$ cat config.mk
export PLATFORM = sky130hd
export DESIGN_NAME = hostirq_cause_unit
export DESIGN_NICKNAME = d
export VERILOG_FILES = /design/src/rtl/irqsu_pkg.sv /design/src/rtl/irqsu_stat_cell.sv /design/src/rtl/irqsu_msi_sched.sv /design/src/rtl/hostirq_cause_unit.sv
export SDC_FILE = /design/constraint.sdc
export NUM_CORES = 1
export LEC_CHECK = 0
export BUFFER_PORTS_ARGS = -buffer_cell sky130_fd_sc_hd__buf_2
export CORE_MARGIN = 5
export CORE_UTILIZATION = 30
export CTS_CLUSTER_DIAMETER = 120
export DETAILED_ROUTE_END_ITERATION = 10
export GPL_TIMING_DRIVEN = 0
export HOLD_SLACK_MARGIN = 0.05
export SYNTH_ARGS = -nofsm -noshare
export SYNTH_HDL_FRONTEND = slang
export SYNTH_SLANG_ARGS = --single-unit
$ cat constraint.sdc
create_clock -name clk -period 2.5 [get_ports clk]
set_input_delay 0.5 -clock clk [delete_from_list [all_inputs] [get_ports clk]]
set_output_delay 0.5 -clock clk [all_outputs]
set_load 0.01 [all_outputs]
$ cat src/rtl/irqsu_pkg.sv
package irqsu_pkg;

   localparam int unsigned CAUSES = 11;
   localparam int unsigned CODE_W = 4;

   // Message code per cause; zero means the cause carries no code.
   function automatic logic [CODE_W-1:0] msi_code_of(input int unsigned idx);
      if (idx <= 2)
         return CODE_W'(idx + 4);
      else if (idx >= 5 && idx <= 8)
         return CODE_W'(idx + 4);
      else
         return '0;
   endfunction

   function automatic logic [CAUSES-1:0] coded_mask();
      logic [CAUSES-1:0] m;
      for (int i = 0; i < CAUSES; i++)
         m[i] = (msi_code_of(i) != '0);
      return m;
   endfunction

endpackage

$ cat src/rtl/irqsu_stat_cell.sv
module irqsu_stat_cell (
   input  logic clk,
   input  logic rst_n,
   input  logic set_i,
   input  logic clr_i,
   output logic q_o
);

   always_ff @(posedge clk) begin
      if (!rst_n)
         q_o <= 1'b0;
      else if (set_i)
         q_o <= 1'b1;
      else if (clr_i)
         q_o <= 1'b0;
   end

   // a set that coincides with a clear must survive
   a_r4_set_over_clear: assert property (@(posedge clk) disable iff (!rst_n)
      (set_i && clr_i) |=> q_o);

   // a lone clear drops the bit
   a_r2_clear_drops: assert property (@(posedge clk) disable iff (!rst_n)
      (clr_i && !set_i) |=> !q_o);

endmodule

$ cat src/rtl/irqsu_msi_sched.sv
module irqsu_msi_sched
   import irqsu_pkg::*;
#(
   parameter int unsigned      N      = CAUSES,
   parameter logic [N-1:0]     CODED  = coded_mask(),
   parameter int unsigned      CW     = CODE_W
) (
   input  logic          clk,
   input  logic          rst_n,
   input  logic [N-1:0]  pend_i,
   output logic          valid_o,
   output logic [CW-1:0] code_o
);

   localparam int unsigned IW = (N > 1) ? $clog2(N) : 1;

   generate
      if (CW != CODE_W) begin : g_bad_cw
         $error("irqsu_msi_sched: code width must match the package");
      end
      if (N != CAUSES) begin : g_bad_n
         $error("irqsu_msi_sched: cause count must match the package");
      end
   endgenerate

   logic [N-1:0]  prev_q;
   logic [N-1:0]  ann_q;
   logic [N-1:0]  ann_d;
   logic [N-1:0]  grant;
   logic [IW-1:0] sel;

   always_comb begin
      sel = '0;
      for (int i = N - 1; i >= 0; i--)
         if (ann_q[i]) sel = IW'(i);
   end

   always_comb begin
      grant = '0;
      if (|ann_q) grant[sel] = 1'b1;
      ann_d = (ann_q | (pend_i & ~prev_q)) & pend_i & CODED & ~grant;
   end

   always_ff @(posedge clk) begin
      if (!rst_n) begin
         prev_q <= '0;
         ann_q  <= '0;
      end else begin
         prev_q <= pend_i;
         ann_q  <= ann_d;
      end
   end

   assign valid_o = |ann_q;
   assign code_o  = valid_o ? msi_code_of(32'(sel)) : '0;

   // only codes from the defined map are ever issued
   a_r9_code_legal: assert property (@(posedge clk) disable iff (!rst_n)
      valid_o |-> (code_o inside {4'd4, 4'd5, 4'd6, 4'd9, 4'd10, 4'd11, 4'd12}));

   // back-to-back announcements name different causes
   a_r10_no_repeat: assert property (@(posedge clk) disable iff (!rst_n)
      (valid_o && $past(valid_o)) |-> (code_o != $past(code_o)));

endmodule

$ cat src/rtl/hostirq_cause_unit.sv
module hostirq_cause_unit
   import irqsu_pkg::*;
#(
   parameter int unsigned        DW        = 32,
   parameter int unsigned        AW        = 2,
   parameter int unsigned        NCAUSE    = CAUSES,
   parameter logic [NCAUSE-1:0]  RSVD_BITS = 11'h018,
   parameter logic [NCAUSE-1:0]  MASK_RST  = 11'h7E7,
   parameter int unsigned        EN_POS    = 7,
   parameter int unsigned        QF_LO     = 5,
   parameter int unsigned        QF_N      = 4,
   parameter logic [AW-1:0]      OFS_STAT  = 2'd0,
   parameter logic [AW-1:0]      OFS_MASK  = 2'd1,
   parameter logic [AW-1:0]      OFS_CTRL  = 2'd2
) (
   input  logic              clk,
   input  logic              rst_n,
   input  logic [NCAUSE-1:0] evt_i,
   input  logic              reg_wr_i,
   input  logic [AW-1:0]     reg_addr_i,
   input  logic [DW-1:0]     reg_wdata_i,
   output logic [DW-1:0]     reg_rdata_o,
   output logic              irq_o,
   output logic              qfull_any_o,
   output logic              msi_valid_o,
   output logic [CODE_W-1:0] msi_code_o
);

   localparam logic [NCAUSE-1:0] CODED = coded_mask() & ~RSVD_BITS;

   generate
      if (NCAUSE != CAUSES) begin : g_bad_n
         $error("hostirq_cause_unit: cause count must match the package");
      end
      if (DW < NCAUSE || EN_POS >= DW) begin : g_bad_dw
         $error("hostirq_cause_unit: data word too narrow");
      end
      if (QF_LO + QF_N > NCAUSE) begin : g_bad_qf
         $error("hostirq_cause_unit: queue-full field out of range");
      end
      if ((MASK_RST & RSVD_BITS) != '0) begin : g_bad_rst
         $error("hostirq_cause_unit: reset mask touches reserved bits");
      end
   endgenerate

   logic [NCAUSE-1:0] stat_q;
   logic [NCAUSE-1:0] mask_q;
   logic [NCAUSE-1:0] clr_vec;
   logic [NCAUSE-1:0] pend;
   logic              en_q;
   logic              wr_stat, wr_mask, wr_ctrl;

   assign wr_stat = reg_wr_i && (reg_addr_i == OFS_STAT);
   assign wr_mask = reg_wr_i && (reg_addr_i == OFS_MASK);
   assign wr_ctrl = reg_wr_i && (reg_addr_i == OFS_CTRL);
   assign clr_vec = wr_stat ? reg_wdata_i[NCAUSE-1:0] : '0;

   generate
      for (genvar i = 0; i < NCAUSE; i++) begin : g_bit
         if (RSVD_BITS[i]) begin : g_rsvd
            assign stat_q[i] = 1'b0;
            assign mask_q[i] = 1'b0;
         end else begin : g_live
            logic m_q;
            logic s_q;

            irqsu_stat_cell u_cell (
               .clk   (clk),
               .rst_n (rst_n),
               .set_i (evt_i[i]),
               .clr_i (clr_vec[i]),
               .q_o   (s_q)
            );

            always_ff @(posedge clk) begin
               if (!rst_n)
                  m_q <= MASK_RST[i];
               else if (wr_mask)
                  m_q <= reg_wdata_i[i];
            end

            assign stat_q[i] = s_q;
            assign mask_q[i] = m_q;

            // an event pulse on a defined cause sets its status bit
            a_r1_evt_sets: assert property (@(posedge clk) disable iff (!rst_n)
               evt_i[i] |=> stat_q[i]);
         end
      end
   endgenerate

   always_ff @(posedge clk) begin
      if (!rst_n)
         en_q <= 1'b0;
      else if (wr_ctrl)
         en_q <= reg_wdata_i[EN_POS];
   end

   assign pend        = stat_q & mask_q & {NCAUSE{en_q}};
   assign irq_o       = |pend;
   assign qfull_any_o = |stat_q[QF_LO +: QF_N];

   always_comb begin
      reg_rdata_o = '0;
      case (reg_addr_i)
         OFS_STAT: reg_rdata_o[NCAUSE-1:0] = stat_q;
         OFS_MASK: reg_rdata_o[NCAUSE-1:0] = mask_q;
         OFS_CTRL: reg_rdata_o[EN_POS]     = en_q;
         default:  reg_rdata_o             = '0;
      endcase
   end

   irqsu_msi_sched #(
      .N     (NCAUSE),
      .CODED (CODED),
      .CW    (CODE_W)
   ) u_sched (
      .clk     (clk),
      .rst_n   (rst_n),
      .pend_i  (pend),
      .valid_o (msi_valid_o),
      .code_o  (msi_code_o)
   );

   logic unused_ok;
   assign unused_ok = ^{evt_i & RSVD_BITS, clr_vec & RSVD_BITS, reg_wdata_i};

   // reserved positions read zero in status and mask words
   a_r3_rsvd_read_zero: assert property (@(posedge clk) disable iff (!rst_n)
      ((reg_addr_i == OFS_STAT) || (reg_addr_i == OFS_MASK))
         |-> ((reg_rdata_o[NCAUSE-1:0] & RSVD_BITS) == '0));

   // clearing the global enable silences the line
   a_r7_disable_quiets: assert property (@(posedge clk) disable iff (!rst_n)
      (wr_ctrl && !reg_wdata_i[EN_POS]) |=> !irq_o);

endmodule

Word-level counts from Yosys, hierarchy flattened
Index checks and enable logic that the tools add are counted.

operators by class
  $add $sub $neg = 1
  magnitude comparators = 5
  eq/ne operators = 2
  muxes and demuxes = 39
  bitwise gates (word level) = 8
  reduce and logical (&&, ||, !) cells = 18

operators with widths
  operator             count
  $mux 4               14
  $and 11x11->11       2
  $mux 11              2
  $reduce_or 11->1     2
  $mux 1               19
  $and 9x9->9          2
  $reduce_bool 2->1    9
  $pmux 7 s2           1
  $and 9x11->11        1
  $not 11->11          1
  $not 9->9            1
  $or 9x9->9           1
  $pmux 3 s2           1
  $logic_and 1x1->1    5
  $lt 4x5->1 const B   1
  $add 4x3->4 const B  1
  $demux 1 s4          1
  $ge 4x1->1 const B   1
  $ge 4x3->1 const B   1
  $le 4x2->1 const B   1
  $le 4x4->1 const B   1
  $reduce_or 4->1      1
  $pmux 1 s3           1
  $eq 2x1->1 const B   1
  other kinds (2)      2

storage, ports and cells
  register bits after elaboration = 39

Logic depth before layout (Yosys ltp)
  depth after elaboration = 18
  mapped depth = 7
  gate-level depth less buffers = 7

By module
From an unflattened synthesis, not the netlist that was laid out.

unflattened totals
  cell total of the unflattened synthesis = 224
  area total of the unflattened synthesis = 1,929.4 um2

modules (own cells, without submodules)
  module              instances  cells an instance  area an instance (um2)  seq. area each (um2)
  hostirq_cause_unit  1          117                864.6                   200.2
  irqsu_msi_sched     1          80                 693.2                   280.3
  irqsu_stat_cell     9          3                  41.3                    20.0

Worst setup path before layout
Ideal clock, no wire load.

  kind = flip-flop to output port
  start = register u_sched.ann_q[7]
  end = output port msi_code_o[0]
  arrival = 1,626 ps
  setup slack = 374 ps
  stages on the path, launching flop included = 7
  cells stage by stage = dfxtp_1 nor3_4 nand2b_1 ha_1 and4_4 a31oi_4 a211oi_2

between the ends
  longest elaborated chain between the ends = 13
  elaborated cells between the ends (all ways) = 17

ends and longest elaborated chain
  item                                      RTL line                  RTL
  from (decl)                               irqsu_msi_sched.sv:27     logic [N-1:0] ann_q;
  from (signal assigned)                    irqsu_msi_sched.sv:50     ann_q <= ann_d;
  $mux 4 (8 in series)                      irqsu_msi_sched.sv:35     if (ann_q[i]) sel = IW'(i);
  $ge 4x3->1 or $le 4x4->1 (tied branches)  irqsu_pkg.sv:10           else if (idx >= 5 && idx <= 8)
  $logic_and 1x1->1                         irqsu_pkg.sv:10
  $mux 4                                    irqsu_pkg.sv:10
  $mux 4                                    irqsu_pkg.sv:8            if (idx <= 2)
  $mux 4 *                                  irqsu_msi_sched.sv:55     assign code_o = valid_o ? msi_code_of(32'(sel)) : '0;
  to (decl)                                 hostirq_cause_unit.sv:26  output logic [CODE_W-1:0] msi_code_o

Mark *: on every way between the ends. The rest lies on a longest branch, timed or not.

Worst setup path in the final report
  start = register u_sched.ann_q[2]
  end = output port msi_code_o[0]

between the ends
  longest elaborated chain between the ends = 8
  elaborated cells between the ends (all ways) = 12

ends and longest elaborated chain
  item                                      RTL line
  $mux 4 (3 in series)                      irqsu_msi_sched.sv:35
  $ge 4x3->1 or $le 4x4->1 (tied branches)  irqsu_pkg.sv:10
  $logic_and 1x1->1                         irqsu_pkg.sv:10
  $mux 4                                    irqsu_pkg.sv:10
  $mux 4                                    irqsu_pkg.sv:8
  $mux 4 *                                  irqsu_msi_sched.sv:55

Marks and branches as above.

==> impl_metrics.py <==
metrics = {
    "grt": {
        "antenna_found_initial": 0,
        "gr-total-overflow": 0,
        "grtUsageMet3": 0.03690,
        "grt_use_met2": 0.1966,
        "track_usage": 0.1206,
        "grtUsageMet1": 0.1534,
        "grt_pass1_vias": 1584,
        "grt_max_degree": 11,
        "top_usage_layer": "met2",
        "grt_pass1_wl_mm": 7.286,
    },
    "sta": {
        "slew_violations": 0,
        "tns_ns": 0,
        "finalCriticalPeriod_ns": 2.470,
        "setup_ws_ns": 0.02982,
        "setup_viol": 0,
        "max_freq_mhz": 404.8,
        "slew-limit-headroom": 0.5706,
        "rsz0062_at_grt": "true",
        "finalCritPeriodShare": 0.9881,
        "hold_viol_final": 0,
        "fin_worst_skew_ns": 0.001753,
        "tightest_slew_ns": 0.6414,
    },
    "critical_path": {
        "required_ns": 2.00,
        "worst-setup-path-type": "reg2out",
        "crit_fanout": 5,
        "critPathBufInv": 2,
        "path_cells": "nor3_4, nand2b_4, inv_1, ha_2, a21boi_2, o21bai_4, a211oi_2, buf_2",
        "reg2reg_from": "u_sched.ann_q[2]$_SDFF_PN0_",
        "setup.worst_path.start": "u_sched.ann_q[2]$_SDFF_PN0_",
        "reg2reg_setup_slack_ns": 0.47,
        "end_kind": "primary output",
        "reg2regPathDepth": 9,
        "slowest_stage": "dfxtp_2",
        "cp-start-kind": "flop",
        "cp_num_cells": 8,
        "crit_family": "compound AO/OA/AOI/OAI gates",
        "arrival_ns": 1.97,
        "reg2reg_to": "u_sched.ann_q[7]$_SDFF_PN0_",
        "slowest_delay_ns": 0.35,
    },
    "run": {
        "maxCapViolCount": 0,
    },
    "routing": {
        "routed_wl_mm": 4.472,
        "ant_nets": 0,
        "drtIter0Drc": 59,
        "vias": 1634,
        "via_per_inst": 4.404,
        "first_pass_iters": 7,
        "drc": 0,
        "wl_per_cell_um": 12.05,
    },
    "yosys": {
        "synthCells": 220,
        "ys.flop_type": "dfxtp_1",
        "yosys.area_share.simple": 0.2847,
        "synth_edf_count": 0,
        "ys_ff_latch": 33,
        "synth_top_family_by_area": "simple AND/OR/NAND/NOR gates",
        "yosysSeqAreaShare": 0.3685,
        "yosys.cell_types.count": 39,
        "synth_compound_area_frac": 0.1305,
        "synth-xor-area-share": 0,
        "synth_area_per_cell_um2": 8.150,
        "ys_async_sr_fraction": 0,
        "syn-cell-area_mm2": 0.001793,
        "yosys-mux-area-fraction": 0.05583,
        "yosysWarnings": 0,
        "synth-adder-area-share": 0.02791,
    },
    "cells_and_area": {
        "multi_input_area_mm2": 0.001039,
        "drive_gt1_frac": 0.3446,
        "final-seq-area_um2": 669.4,
        "design_area_mm2": 0.002387,
        "areaGrowthSynthToFinish_pct": 33.15,
        "fillers": 609,
        "fin_nets": 347,
        "instances_no_fill": 371,
        "antenna-diode-count": 0,
    },
    "floorplanning": {
        "coreArea_mm2": 0.005851,
        "die_y_um": 87.31,
        "dieArea_mm2": 0.007623,
        "row_count": 28,
        "io_pins": 87,
        "die_w_um": 87.31,
        "initial_utilization": 0.3065,
    },
    "placement": {
        "dp.cells": 355,
        "place_ws_ns": 0.1263,
        "gp_congestion": 0.7740,
        "place_area_mm2": 0.002160,
        "io_buffers": 38,
        "dp_hpwl_mm": 3.235,
    },
    "run_status": {
        "status": "completed",
    },
    "cts": {
        "cts.sinks": 33,
        "clkLatencyLatePin_ns": 0.29,
        "cts_tree": "done",
        "clk_pin_slew_ns": 0.06,
        "root_buffer": "clkbuf_8",
        "ctsHtreeMaxLevel": 2,
        "cts_buffers": 5,
        "cts.path.max_buffers": 2,
    },
    "worst_hold_path": {
        "hold_end": "u_sched.ann_q[2]$_SDFF_PN0_",
        "hp-class": "reg2reg",
        "whs_path_depth": 1,
        "worstHoldStart": "u_sched.prev_q[2]$_SDFF_PN0_",
    },
    "power": {
        "power.leakage_nw": 1.170,
        "cellPowerDensity_mw_per_mm2": 500.1,
        "peakVddDrop_uv": 322.7,
    },
}
## cell type report
type,instances,area share
plain buffers,28,0.08071
inverters,11,0.01730
multi-input cells,170,0.4350
repair buffers,46,0.1048
flip-flops and latches,33,0.2804
clock inverters,1,0.002096
clock buffers,7,0.04036
well taps,75,0.03931
## cells in the mapped netlist, types with 2 or more instances
cell / number / area [um2]
nand2_1: 41 / 153.9
dfxtp_1: 33 / 660.6
buf_4: 23 / 172.7
nor2_1: 16 / 60.06
a21oi_1: 13 / 65.06
nand3_1: 13 / 65.06
nor2b_1: 12 / 75.07
inv_1: 11 / 41.29
mux2i_1: 10 / 100.1
ha_1: 4 / 50.05
nand2b_1: 4 / 25.02
o21ai_0: 4 / 20.02
and3_1: 3 / 18.77
clkbuf_1: 3 / 11.26
a211oi_2: 2 / 25.02
a31oi_1: 2 / 12.51
and2_1: 2 / 12.51
nand3b_1: 2 / 15.01
nand4_1: 2 / 12.51
## power breakdown
part           leakage [nW]  internal (mW)  switching [mW]
Clock                0.0542          0.249           0.190
Sequential            0.273          0.546          0.0173
Combinational         0.842         0.0912           0.102
## cell usage in the layout, fill, tap and decap left out, types with 2 or more instances in the layout
cell       n
nand3_1   12
buf_4     31
and2_1     2
o21ai_0    4
clkbuf_8   7
nand2_1   41
a31oi_1    2
ha_1       2
mux2i_1   10
a21oi_2    2
dfxtp_1   28
a21oi_1   11
nor2_1    16
conb_1    23
nand3b_1   2
nand4_1    2
clkbuf_1   3
inv_1     11
buf_2     39
a211oi_2   2
and3_1     3
nor2b_1   12
dfxtp_2    4
nor3_4     2
nand2b_1   3
## worst max path at each step
stage | end | slack [ns]
floorplan | msi_code_o[0] | 0.37
global placement | msi_code_o[0] | 0.12
detailed placement | msi_code_o[0] | 0.13
CTS | msi_code_o[0] | 0.005
global route | msi_code_o[0] | -0.07
finish | msi_code_o[0] | 0.03
## logic make-up (layout without fill, tap and decap cells)
kind of cell,Yosys count,in the layout
muxes,10,10
AOI/OAI and AO/OA,31,31
and+or+nand+nor,102,102
other,1,23
DFF,33,33
buffers and inverters,39,93
adders and majority gates,4,4
## state kept, by name (all words and copies together), names as in the netlist
name and count:
u_sched.ann_q 7, en_q 1, g_bit.g_live.u_cell.q_o 9, g_bit.g_live.m_q 9, u_sched.prev_q 7
## timing repair
| item | in CTS | in global routing |
|---|---|---|
| setup endpoints to repair | 4 | 4 |
| pin swaps | 4 | 2 |
| buffers inserted | 4 | 4 |
| hold buffers | 0 | 0 |
| resized for setup | 12 | 6 |
## stage by stage
step | hold slack [ns] | utilization | total power [mW]
final | 0.4174 | 0.4080 | 1.194
after detailed placement | 0.4164 | 0.3691 | 0.7606
after global placement | 0.4148 | 0.3691 | 0.7586
after floorplan | 0.4044 | - | 0.7001
after CTS | 0.4271 | 0.3993 | 1.203
after global routing | 0.4332 | 0.4080 | 1.255
## per-layer routing
layer / vias to the layer above / wire length, um
li1: 846 / -
met1: 735 / 2019
met2: 48 / 2144
met3: 5 / 262
met4: 0 / 46
met5: - / 0
Note: power is estimated with default switching activity, not from simulation.
